`config.mk`:
```
export PLATFORM = sky130hd
export DESIGN_NAME = pend_queue_fetch
export DESIGN_NICKNAME = d
export VERILOG_FILES = /design/src/rtl/pend_queue_fetch.sv
export SDC_FILE = /design/constraint.sdc
export NUM_CORES = 1
export LEC_CHECK = 0
export ABC_AREA = 1
export ABC_CLOCK_PERIOD_IN_PS = 2400
export BUFFER_PORTS_ARGS = -buffer_cell sky130_fd_sc_hd__buf_2
export CELL_PAD_IN_SITES_DETAIL_PLACEMENT = 1
export CELL_PAD_IN_SITES_GLOBAL_PLACEMENT = 1
export CORE_ASPECT_RATIO = 2
export CORE_MARGIN = 1
export CORE_UTILIZATION = 36
export DETAILED_ROUTE_END_ITERATION = 16
export PLACE_DENSITY_LB_ADDON = 0.1
export RECOVER_POWER = 50
export SYNTH_ARGS = -nofsm -noshare
export SYNTH_HDL_FRONTEND = slang
export SYNTH_SLANG_ARGS = --single-unit
```
`constraint.sdc`:
```
create_clock -name clk -period 2.4 [get_ports clk]
set_input_delay 0.48 -clock clk [delete_from_list [all_inputs] [get_ports clk]]
set_output_delay 0.48 -clock clk [all_outputs]
set_load 0.05 [all_outputs]
```
`src/rtl/pend_queue_fetch.sv`:
```
module pend_queue_fetch #(
  parameter int PTR_W = 18,
  parameter int RA_W  = 12
) (
  input  logic            clk,
  input  logic            rst_n,
  input  logic            reg_we,
  input  logic [RA_W-1:0] reg_addr,
  input  logic [31:0]     reg_wdata,
  output logic [31:0]     reg_rdata,
  output logic            mem_req,
  output logic [31:0]     mem_addr,
  input  logic            mem_rvalid,
  input  logic [31:0]     mem_rdata,
  output logic            desc_valid,
  output logic [31:0]     desc_data,
  output logic            irq
);
  localparam logic [RA_W-1:0] A_CTL  = RA_W'('h040);
  localparam logic [RA_W-1:0] A_STAT = RA_W'('h044);
  localparam logic [RA_W-1:0] A_IEN  = RA_W'('h048);
  localparam logic [RA_W-1:0] A_BLO  = RA_W'('h800);
  localparam logic [RA_W-1:0] A_BHI  = RA_W'('h804);
  localparam logic [RA_W-1:0] A_END  = RA_W'('h808);
  localparam logic [RA_W-1:0] A_WP   = RA_W'('h80C);
  localparam logic [RA_W-1:0] A_RP   = RA_W'('h810);

  logic [15:0]      base_lo, base_hi;
  logic [PTR_W-1:0] end_off, wr_ptr, rd_ptr;
  logic             dma_en, int_en, stat, busy;

  wire [31:0]      base  = {base_hi, base_lo};
  wire [PTR_W:0]   step  = {1'b0, rd_ptr} + (PTR_W+1)'(4);
  wire             past  = step > {1'b0, end_off};
  wire [PTR_W-1:0] nxt   = past ? '0 : step[PTR_W-1:0];
  wire             go    = dma_en && !busy && (rd_ptr != wr_ptr);
  wire             done  = mem_rvalid && busy;
  wire             clr   = reg_we && reg_addr == A_STAT && reg_wdata[0];

  assign irq = stat & int_en;

  always_ff @(posedge clk) begin
    if (!rst_n) begin
      base_lo <= '0; base_hi <= '0; end_off <= '0; wr_ptr <= '0; rd_ptr <= '0;
      dma_en <= 1'b0; int_en <= 1'b0; stat <= 1'b0; busy <= 1'b0;
      mem_req <= 1'b0; mem_addr <= '0; desc_valid <= 1'b0; desc_data <= '0;
    end else begin
      if (reg_we) begin
        case (reg_addr)
          A_CTL:   dma_en  <= reg_wdata[0];
          A_IEN:   int_en  <= reg_wdata[0];
          A_BLO:   base_lo <= reg_wdata[15:0];
          A_BHI:   base_hi <= reg_wdata[15:0];
          A_END:   end_off <= reg_wdata[PTR_W-1:0];
          A_WP:    wr_ptr  <= reg_wdata[PTR_W-1:0];
          default: ;
        endcase
      end
      mem_req    <= go;
      desc_valid <= done;
      if (go) begin
        mem_addr <= base + 32'(rd_ptr);
        busy     <= 1'b1;
      end
      if (done) begin
        rd_ptr    <= nxt;
        busy      <= 1'b0;
        desc_data <= mem_rdata;
        stat      <= 1'b1;
      end else if (clr) begin
        stat <= 1'b0;
      end
    end
  end

  always_comb begin
    case (reg_addr)
      A_CTL:   reg_rdata = {31'd0, dma_en};
      A_STAT:  reg_rdata = {31'd0, stat};
      A_IEN:   reg_rdata = {31'd0, int_en};
      A_BLO:   reg_rdata = {16'd0, base_lo};
      A_BHI:   reg_rdata = {16'd0, base_hi};
      A_END:   reg_rdata = 32'(end_off);
      A_WP:    reg_rdata = 32'(wr_ptr);
      A_RP:    reg_rdata = 32'(rd_ptr);
      default: reg_rdata = '0;
    endcase
  end
endmodule

```
# ---- Yosys cells after proc, flatten, opt, wreduce, memory -nomap -nowiden
# Index checks and enable logic that the tools add are counted.
dict set report word_totals {
  regBits 156
  output_inout_bits 99
}
dict set report op_classes {
  n_addsub 2
  order_cmp 1
  n_eq_ne 9
  muxes 4
  n_bitwise 2
  n_reduce_logical 14
}
# op count
set op_table {}
lappend op_table {{$pmux 18 s8} 1}
lappend op_table {{$eq 12x12->1 const B} 5}
lappend op_table {{$eq 12x7->1 const B} 3}
lappend op_table {{$add 32x18->32} 1}
lappend op_table {{$add 18x3->19 const B} 1}
lappend op_table {{$gt 19x18->1} 1}
lappend op_table {{$mux 18} 1}
lappend op_table {{$ne 18x18->1} 1}
lappend op_table {{$reduce_and 2->1} 6}
lappend op_table {{$logic_and 1x1->1} 5}
lappend op_table {{$mux 1} 2}
lappend op_table {{$reduce_bool 2->1} 1}
lappend op_table {{$reduce_or 2->1} 1}
lappend op_table {{$and 1x1->1} 1}
lappend op_table {{$logic_not 1->1} 1}
lappend op_table {{$not 1->1} 1}

# ---- Longest topological paths before layout
# Gate-level depths: netlist of the first run.
dict set report logic_depth {
  depth_word 5
  mapped_depth 20
  mapped_depth_nobuf 18
}

# ---- Least setup slack after synthesis of the first run
# Ideal clock, no wire load.
dict set report synth_path {
  path_kind {in2out}
  start {in reg_addr[0]}
  end {out reg_rdata[11]}
  t_arrival_ps 2264
  path_slack_ps -344
  path_stages 6
  path_buffers 1
  cell_sequence {inv_1 > nand2_1 > nor3_2 > nand3_2 > clkbuf_1 > o21ai_0}
}
dict set report synth_via {
  elab_chain_cells 2
}
# item line
set synth_rtl {}
lappend synth_rtl {{start: declaration} 8} ;# input logic [RA_W-1:0] reg_addr,
lappend synth_rtl {{$eq 12x12->1 or $eq 12x7->1 (tied branches)} 77} ;# case (reg_addr)
lappend synth_rtl {{$pmux 18 s8 *} 77}
lappend synth_rtl {{end: declaration} 10} ;# output logic [31:0] reg_rdata,
# Every way passes the cells marked *; elsewhere a longest branch is shown, timed or not.

# ---- Worst setup path after layout of the first run
dict set report layout_path {
  start {reg rd_ptr[8]}
  end {reg rd_ptr[6]}
}
dict set report layout_via {
  elab_chain_cells 3
}
# item line
set layout_rtl {}
lappend layout_rtl {{start: declaration} 29} ;# logic [PTR_W-1:0] end_off, wr_ptr, rd_ptr;
lappend layout_rtl {{start signal: assignment} 66} ;# rd_ptr <= nxt;
lappend layout_rtl {{$add 18x3->19} 33} ;# wire [PTR_W:0] step = {1'b0, rd_ptr} + (PTR_W+1)'(4);
lappend layout_rtl {{$gt 19x18->1} 34} ;# wire past = step > {1'b0, end_off};
lappend layout_rtl {{$mux 18} 35} ;# wire [PTR_W-1:0] nxt = past ? '0 : step[PTR_W-1:0];
# No other way between the ends.
# A chain may end at the register's enable or synchronous reset.

==> results of run 1 <==
==> worst max-delay path, cell delays in order (launching register included) <==
cell,delay [ps]
dfxtp_4,370
nand2_1,80
inv_2,90
nand2_2,80
nor2_4,230
nand3_2,160
xor2_2,210
inv_1,90
ha_4,280
nand2_2,70
o21ai_1,160
nand2_1,90
nor2_2,110
nor2_2,70
nand2_4,140
nand2_8,120
nand2_2,90
nand2_2,40
==> kinds of logic (layout without fill, tap and decap cells) <==
| kind of cell | Yosys count | after routing | synth area share (%) |
|---|---|---|---|
| compound gates | 239 | 239 | 17.5 |
| xor+xnor | 27 | 27 | 2.64 |
| fa+ha+maj | 33 | 33 | 4.61 |
| buf+inv | 270 | 512 | 12.9 |
| flops | 154 | 154 | 34.4 |
| other cells | 1 | 15 | 0.0418 |
| simple gates | 598 | 599 | 28.0 |
==> where the power goes <==
part           internal [mW]  total, mW  switching [mW]
logic                 0.0818      0.270           0.189
registers               2.55       2.55        0.000223
clock network           1.42       2.56            1.14
total                   4.05       5.38            1.33
==> flip-flops by register name (all words and copies together) (netlist names) <==
| signal | count |
|---|---|
| mem_addr | 32 |
| busy | 1 |
| end_off | 18 |
| int_en | 1 |
| base_lo | 16 |
| wr_ptr | 18 |
| rd_ptr | 16 |
| stat | 1 |
| mem_req | 1 |
| base_hi | 16 |
| dma_en | 1 |
| desc_data | 32 |
| desc_valid | 1 |
==> cells in the final DEF, fill, tap and decap left out, types with 16 or more instances in the layout <==
cell type  instances
nand2_1          282
inv_1            191
nor2_1           152
dfxtp_1          149
buf_4             98
buf_2             68
clkbuf_1          66
a21oi_1           60
o21ai_0           59
nand3_1           49
nand2_2           35
a22o_1            32
ha_1              24
a211oi_2          21
xor2_1            20
clkbuf_16         19
buf_12            18
buf_6             17
nand4_1           16
==> repair_timing <==
action,CTS,global route
pin swaps,26,18
setup endpoints to repair,34,40
buffers inserted,15,8
cloned,1,2
resized for setup,112,91
endpoints found under the hold margin,0,0
==> routing by layer <==
metal	track usage, %	routed length (um)	vias to the layer above
li1	-	-	4705
met1	26.4	12400	4639
met2	54.5	19700	242
met3	3.74	807	104
met4	19.1	2620	0
met5	0	0	-
==> per-stage QoR <==
| step | instances | setup WS [ps] | hold WS, ps | total power [mW] | util, % |
|---|---|---|---|---|---|
| 2_1_floorplan | 1335 | -344 | 434 | 2.76 | - |
| 3_3_place_gp | 1852 | -253 | 450 | 2.86 | 44.2 |
| 3_5_place_dp | 1852 | -298 | 454 | 2.86 | 44.2 |
| 4_1_cts | 1900 | -138 | 232 | 5.43 | 48.6 |
| 5_1_grt | 1911 | -295 | 247 | 5.56 | 50.1 |
| 6_report | 1911 | -205 | 251 | 5.38 | 50.1 |
==> layout make-up <==
class / instances / area (sq um) / share of cell area (%)
multi-input combinational: 912 / 5430 / 44.4
clock inverter: 11 / 98.8 / 0.808
antenna: 1 / 2.50 / 0.0204
inverter: 210 / 798 / 6.52
clock buffer: 21 / 440 / 3.60
tap: 332 / 415 / 3.39
sequential: 154 / 3100 / 25.3
timing repair buffer: 270 / 1960 / 16.0
==> worst max path at each step <==
stage	from	endpoint	depth (start not counted)
2_1_floorplan	reg_addr[0]	reg_rdata[11]	6
3_3_place_gp	rd_ptr[2]$_SDFFE_PN0P_	rd_ptr[2]$_SDFFE_PN0P_	15
3_5_place_dp	rd_ptr[2]$_SDFFE_PN0P_	rd_ptr[10]$_SDFFE_PN0P_	15
4_1_cts	rd_ptr[3]$_SDFFE_PN0P_	rd_ptr[9]$_SDFFE_PN0P_	17
5_1_grt	rd_ptr[8]$_SDFFE_PN0P_	rd_ptr[10]$_SDFFE_PN0P_	17
6_report	rd_ptr[8]$_SDFFE_PN0P_	rd_ptr[6]$_SDFFE_PN0P_	17
==> flow_summary.json, run 1 <==
{
  "seq_area_frac_synth_pct": 34.4,
  "die_width_um": 114,
  "syn_inst": 1322,
  "reg2reg_to": "rd_ptr[6]$_SDFFE_PN0P_",
  "setup_violations": 33,
  "maxSlewViolCount": 0,
  "cp-end-kind": "register",
  "fin_crit_ps": 2610,
  "synth_top_area_share_pct": 34.4,
  "leakage_nw": 5.57,
  "cts-hold-fix-buffers": 0,
  "synthTopCellsByCount": "nand2_1 (318), inv_1 (201), nor2_1 (169)",
  "gp_congestion": 0.958,
  "final.setup_skew_ps": 8.69,
  "synth_area_sq_um": 8970,
  "cts_tree": "built",
  "ys_ff_latch": 154,
  "place_hpwl_mm": 26.2,
  "num_io_pins": 179,
  "avgSynthCellArea_sq_um": 6.78,
  "worst_pin_slew_ps": 1380,
  "first_pass_iters": 4,
  "grt_max_degree": 64,
  "cts_max_path_buffers": 2,
  "max_slew_margin_pct": 8.27,
  "required_ps": 2740,
  "status": "finished with violations",
  "period_share_pct": 109,
  "r2r_cells": 17,
  "synth-edff-count": 0,
  "grt_pass1_vias": 10100,
  "post_drt_wl_per_cell_um": 18.6,
  "whs_endpoint": "desc_data[0]$_SDFFE_PN0P_",
  "setup_slack_ps": -205,
  "synth-main-ff-cell": "dfxtp_1",
  "die_y_um": 225,
  "viasPerCell": 5.07,
  "fin_tns_setup_ps": -5080,
  "start_util_pct": 36.7,
  "core_sq_um": 24400,
  "antenna_left": 0,
  "cts.clk_slew.worst_paths_ps": 60,
  "r2r_slack_ps": -210,
  "ys_warn_count": 0,
  "irDropWorstVdd_v": 0.000353,
  "drc": 0,
  "clock_sinks": 154,
  "critPathArrivalTime_ps": 2950,
  "critPathMaxFanout": 8,
  "clk_latency_ps": 450,
  "synth.most_common_cell": "nand2_1",
  "final_layout_size_suffix_gt1_share_pct": 25.9,
  "synthArstFlopShare_pct": 0,
  "critPathKind": "reg2reg",
  "root_buffer": "clkbuf_16",
  "ys_types": 40,
  "final_area_sq_um": 12200,
  "vias": 9690,
  "min_from": "mem_rdata[0]",
  "fmax_mhz": 384,
  "hold_viol": 0,
  "fp-row-count": 81,
  "power_density_nw_per_um2": 440,
  "hold_depth": 2,
  "wl_mm": 35.6,
  "port_buffers": 150,
  "hold_path.class": "in2reg",
  "fill_cells": 3154,
  "reg2reg_from": "rd_ptr[8]$_SDFFE_PN0P_",
  "grt-ovfl-total": 0,
  "dpl_cell_area_sq_um": 10800,
  "rsz0062_at_grt": "true",
  "die_area_sq_um": 25600,
  "grt_pass1_wl_mm": 53.5,
  "synth_area_leader_cell": "dfxtp_1",
  "drtIter0Drc": 318,
  "cts_made_buffers": 17,
  "yosys-top-cells-area": "dfxtp_1 (34%), nand2_1 (13%), inv_1 (8.4%)",
  "violations": "setup timing",
  "cts_htree_levels": 4,
  "grt_usage_pct": 28.0,
  "finalNetCount": 1678,
  "cap_violations": 0,
  "syn_to_final_growth_pct": 36.5,
  "antenna_found_initial": 1,
  "startpoint_type": "register"
}
Power figures use the tool's default switching activity.
==> run 2, diff against run 1 <==
SKIP_LAST_GASP = 1   (was default)
==> run 2 against run 1 <==
Net effect: the run still ends with setup timing left; register-to-register slack hardly changed; sequential power about the same; via count shrank 0.26%; critical endpoint is now rd_ptr[16]$_SDFFE_PN0P_.
==> flow_summary.json, run 2 (synthesis gave the netlist of run 1 again) <==
{
  "grt_usage_pct": 28.0,
  "fill_cells": 3157,
  "cap_violations": 0,
  "final_util_pct": 50.0,
  "final_layout_size_suffix_gt1_share_pct": 26.0,
  "grt_pass1_wl_mm": 53.5,
  "grt_max_degree": 64,
  "drtIter0Drc": 276,
  "start_util_pct": 36.7,
  "grt-ovfl-total": 0,
  "syn_to_final_growth_pct": 36.2,
  "worst-path-buf-inv": 2,
  "cts_htree_levels": 4,
  "critPathKind": "reg2reg",
  "startpoint_type": "register",
  "multi_input_area_sq_um": 5410,
  "drc": 0,
  "violations": "setup timing",
  "max_slew_margin_pct": 31.8,
  "leakage_nw": 5.57,
  "final_common_cell": "nand2_1",
  "die_y_um": 225,
  "cts_tree": "built",
  "final_cell_mix": "nand2_1 (284), inv_1 (192), nor2_1 (152)",
  "crit_start": "rd_ptr[8]$_SDFFE_PN0P_",
  "maxSlewViolCount": 0,
  "cp_top_family": "simple AND/OR/NAND/NOR gates",
  "hold_viol": 0,
  "cts_max_path_buffers": 2,
  "place_hpwl_mm": 26.2,
  "reg_top3": "desc_data: 32 flops, mem_addr: 32 flops",
  "gp_congestion": 0.958,
  "antenna_found_initial": 0,
  "cts_made_buffers": 17,
  "first_pass_iters": 4,
  "antenna_cells": 0,
  "num_io_pins": 179,
  "status": "finished with violations",
  "hold_path.class": "in2reg",
  "period_share_pct": 108,
  "fin_crit_ps": 2600,
  "viasPerCell": 5.06,
  "root_buffer": "clkbuf_16",
  "register_area_sq_um": 3100,
  "wl_mm": 35.5,
  "grt_pass1_vias": 10100,
  "min_from": "mem_rdata[12]",
  "port_buffers": 150,
  "final.setup_skew_ps": 7.49,
  "cp_cell_sequence": "nand2_1, inv_2, nand2_2, nor2_4, nand3_2, xor2_2, inv_1, ha_4, nand2_2, o21ai_1, nand2_1, nor2_2, nor2_2, nand2_4, nand2_8, nand2_2, nand2_1",
  "slowest_stage": "dfxtp_4",
  "finalNetCount": 1678,
  "core_sq_um": 24400,
  "irDropWorstVdd_v": 0.000353,
  "hold_ws_ps": 248,
  "critPathMaxFanout": 8,
  "critPathArrivalTime_ps": 2950,
  "reg2reg_from": "rd_ptr[8]$_SDFFE_PN0P_",
  "cts.clk_slew.worst_paths_ps": 60,
  "die_width_um": 114,
  "total_power_mw": 5.38,
  "slowest_delay_ps": 380,
  "antenna_left": 0,
  "cp-end-kind": "register",
  "rsz0062_at_grt": "true",
  "post_drt_wl_per_cell_um": 18.6,
  "clock_sinks": 154,
  "setup_slack_ps": -202,
  "fp-row-count": 81,
  "die_area_sq_um": 25600,
  "clk_latency_ps": 450,
  "required_ps": 2740,
  "vias": 9665,
  "setup_violations": 21,
  "power_density_nw_per_um2": 441,
  "fmax_mhz": 384,
  "worst_pin_slew_ps": 1020
}
[run 2: cell types whose count changed in the layout (fill, tap and decap cells not counted), sizes merged]
cell and delta:
buf +5, clkbuf -5, diode -1
[run 2: final timing paths]
kind	endpoint	slack, ps	cells past startpoint
max	rd_ptr[16]$_SDFFE_PN0P_	-200	17
min reg2reg	mem_addr[13]$_SDFFE_PN0P_	460	2
max reg2reg	rd_ptr[16]$_SDFFE_PN0P_	-200	17
min	desc_data[12]$_SDFFE_PN0P_	250	2
[run 2: power by group]
part / leakage, nW / switching, mW / internal, mW
combinational: 4.07 / 0.187 / 0.0779
clock: 0.257 / 1.15 / 1.42
sequential: 1.24 / 0.000223 / 2.55
[run 2: through the flow]
step | worst slack [ps] | std cells | cell area (sq um) | TNS [ps]
3_5_place_dp | -298 | 1852 | 10800 | -6940
6_report | -202 | 1910 | 12200 | -3100
4_1_cts | -138 | 1900 | 11800 | -2110
2_1_floorplan | -344 | 1335 | 9040 | -3440
3_3_place_gp | -253 | 1852 | 10800 | -5840
5_1_grt | -313 | 1910 | 12200 | -5600
[run 2: final cells by class]
class | instances | area share, %
Clock buffer | 21 | 3.61
Clock inverter | 11 | 0.809
Inverter | 210 | 6.49
Multi-Input combinational cell | 912 | 44.3
Sequential cell | 154 | 25.4
Tap cell | 332 | 3.40
Timing Repair Buffer | 270 | 16.0
[run 2: worst register-to-register path: stages (launching register included)]
cell and delay [ps]:
dfxtp_4 380, nand2_1 90, inv_2 90, nand2_2 70, nor2_4 230, nand3_2 160
xor2_2 210, inv_1 100, ha_4 280, nand2_2 70, o21ai_1 170, nand2_1 90
nor2_2 110, nor2_2 70, nand2_4 130, nand2_8 120, nand2_2 80, nand2_1 50
[run 2: metal layers]
layer | global-route usage [%] | routed length, um
met5 | 0 | 0
met1 | 26.4 | 12500
met3 | 3.68 | 949
met2 | 54.5 | 19600
met4 | 18.9 | 2460
[run 2: repair_timing]
action                                 CTS  global route
hold buffers                             0             0
setup buffers                           15             8
setup endpoints to repair               34            40
resized for setup                      108            82
gates cloned                             1             2
pin swaps                               26            21
endpoints found under the hold margin    0             0
==> run 3, diff against run 2 <==
ABC_CLOCK_PERIOD_IN_PS = 2650   (was 2400)
CORE_UTILIZATION = 39   (was 36)
clock period = 2.65 ns   (was 2.4 ns; I/O delays follow)
==> run 3 against run 2 <==
Net effect: largest cell class unchanged; non-clock buffer count down 51; register-to-register slack better by 160 ps; setup slack better by 160 ps; the flow still finishes with violations (setup timing); die area down 7.6%; highest routed layer unchanged; routed wire length down 5.6%; clock skew up 0.92 ps; largest power group unchanged; hold slack better by 52 ps; sequential cell count unchanged; power down 4.6%; global-route usage up 0.94 points.
==> flow_summary.json, run 3 (synthesis gave the netlist of run 1 again) <==
{
  "total_power_mw": 5.14,
  "r2r_cells": 15,
  "fp-row-count": 78,
  "grt_pass1_vias": 9535,
  "power_density_nw_per_um2": 455,
  "max_slew_margin_pct": 19.5,
  "hold_depth": 2,
  "dp.cells": 1765,
  "startpoint_type": "register",
  "die_y_um": 216,
  "pre_cts_slack_ps": -149,
  "cp-end-kind": "register",
  "netSwitchingFraction_pct": 23.2,
  "critPathMaxFanout": 8,
  "finalNetCount": 1627,
  "grt-ovfl-total": 0,
  "wl_mm": 33.5,
  "wl_met1_mm": 12.1,
  "clock_sinks": 154,
  "seqPwrFrac_pct": 45.0,
  "num_io_pins": 179,
  "grt_max_degree": 64,
  "maxSlewViolCount": 0,
  "post_drt_wl_per_cell_um": 18.5,
  "reg2reg_to": "rd_ptr[7]$_SDFFE_PN0P_",
  "slowest_stage": "dfxtp_4",
  "cts.clk_slew.worst_paths_ps": 60,
  "port_buffers": 150,
  "setup_violations": 16,
  "irDropWorstVdd_v": 0.000473,
  "critPathArrivalTime_ps": 3080,
  "final_layout_size_suffix_gt1_share_pct": 18.9,
  "cts-hold-fix-buffers": 0,
  "syn_to_final_growth_pct": 25.9,
  "whs_endpoint": "desc_data[7]$_SDFFE_PN0P_",
  "grt_usage_pct": 28.9,
  "p_switching_mw": 1.19,
  "pwr-share-clk_pct": 50.8,
  "cts_tree": "built",
  "reg_top3": "desc_data: 32 flops, mem_addr: 32 flops",
  "dpl_cell_area_sq_um": 10400,
  "cp_cell_sequence": "ha_4, buf_6, nand4_1, nor2_1, xor2_1, inv_1, ha_4, a21o_1, a21oi_2, nand2_1, nor2_2, nand2_4, nand2_8, nand2_1, nand2_1",
  "r2r_slack_ps": -40,
  "min_from": "mem_rdata[7]",
  "first_pass_iters": 6,
  "required_ps": 3040,
  "fin_tns_setup_ps": -359,
  "cts_htree_levels": 4,
  "reg2reg_from": "rd_ptr[3]$_SDFFE_PN0P_",
  "root_buffer": "clkbuf_16",
  "antenna_cells": 0,
  "cap_violations": 0,
  "fill_cells": 3018,
  "critPathKind": "reg2reg",
  "highest_layer": "met4",
  "antenna_found_initial": 0,
  "hold_path.class": "in2reg",
  "setup_slack_ps": -41.6,
  "violations": "setup timing",
  "leakage_nw": 5.21,
  "final_cell_mix": "nand2_1 (301), inv_1 (198), nor2_1 (163)",
  "period_share_pct": 102,
  "cts_max_path_buffers": 2,
  "gp_congestion": 0.980,
  "viasPerCell": 5.19,
  "worst_pin_slew_ps": 1210,
  "fmax_mhz": 372,
  "rsz0062_at_grt": "true",
  "clk_latency_ps": 450,
  "final_area_sq_um": 11300,
  "slowest_delay_ps": 380,
  "drc": 0,
  "status": "finished with violations",
  "final.setup_skew_ps": 8.41,
  "cts_made_buffers": 17,
  "core_sq_um": 22600,
  "antenna_left": 0,
  "start_util_pct": 39.6,
  "die_area_sq_um": 23600,
  "grt_pass1_wl_mm": 50.3,
  "combPwrFrac_pct": 4.1,
  "vias": 9365,
  "place_hpwl_mm": 25.8,
  "wl_met3_um": 882,
  "power.internal_mw": 3.94,
  "fin_crit_ps": 2690,
  "die_width_um": 109,
  "final_common_cell": "nand2_1",
  "crit_top_cell": "nand2_1",
  "drtIter0Drc": 316,
  "met2_length_mm": 18.4,
  "hold_viol": 0,
  "final_cells": 1806
}
-- run 3: cell count changes in the layout (fill, tap and decap cells not counted), moves of 7 or more --
| cell | change |
|---|---|
| buf_12 | -8 |
| nor2_1 | +11 |
| buf_2 | -7 |
| buf_6 | -12 |
| nand2_2 | -16 |
| nand2_1 | +17 |
| buf_4 | -34 |
| clkbuf_1 | +7 |
-- run 3: how the worst max path moves through the flow --
stage / from / endpoint / slack [ps] / depth (start not counted)
after floorplan: reg_addr[0] / reg_rdata[11] / -190 / 6
after global placement: reg_addr[9] / reg_rdata[3] / -60 / 11
after detailed placement: rd_ptr[2]$_SDFFE_PN0P_ / rd_ptr[14]$_SDFFE_PN0P_ / -150 / 17
after CTS: rd_ptr[3]$_SDFFE_PN0P_ / rd_ptr[14]$_SDFFE_PN0P_ / -50 / 15
after global routing: rd_ptr[3]$_SDFFE_PN0P_ / rd_ptr[7]$_SDFFE_PN0P_ / -80 / 15
final: rd_ptr[3]$_SDFFE_PN0P_ / rd_ptr[7]$_SDFFE_PN0P_ / -40 / 15
-- run 3: stage by stage --
stage / hold WS (ps) / util (%)
6_report: 300 / 49.9
5_1_grt: 293 / 49.9
3_3_place_gp: 451 / 45.9
4_1_cts: 286 / 49.1
3_5_place_dp: 451 / 45.9
2_1_floorplan: 434 / -
-- run 3: per-layer routing --
| layer | vias up | global-route usage [%] |
|---|---|---|
| met3 | 78 | 4.36 |
| met4 | 0 | 18.8 |
| li1 | 4598 | - |
| met2 | 202 | 54.9 |
| met5 | - | 0 |
| met1 | 4487 | 27.6 |
-- run 3: layout make-up --
type | count | area, sq um | share of cell area [%]
Inverter | 210 | 788 | 6.98
Sequential cell | 154 | 3100 | 27.4
Tap cell | 280 | 350 | 3.10
Clock buffer | 21 | 480 | 4.25
Timing Repair Buffer | 219 | 1350 | 12.0
Multi-Input combinational cell | 912 | 5080 | 45.0
Clock inverter | 10 | 140 | 1.24
-- run 3: worst max-delay path: cells and delay by family, from the launching register on --
| kind | cells | cell delay [ps] |
|---|---|---|
| AOI/OAI and AO/OA | 2 | 280 |
| xor gates and xnor gates | 1 | 260 |
| adders and majority gates | 2 | 390 |
| buffers and inverters | 2 | 220 |
| DFF | 1 | 380 |
| and+or+nand+nor | 8 | 1080 |
-- run 3: power by group through the flow --
stage,combinational [mW],sequential [mW],clock (mW)
floorplan,0.132,2.37,0
global placement,0.207,2.37,0
detailed placement,0.211,2.37,0
CTS,0.212,2.31,2.66
global route,0.228,2.31,2.76
finish,0.213,2.31,2.61
-- run 3: repair_timing --
action	4_1_cts	5_1_grt
resized for setup	27	73
pin swaps	16	22
setup endpoints to repair	22	34
cloned	1	0
buffers inserted	3	6
hold endpoints to repair	0	0
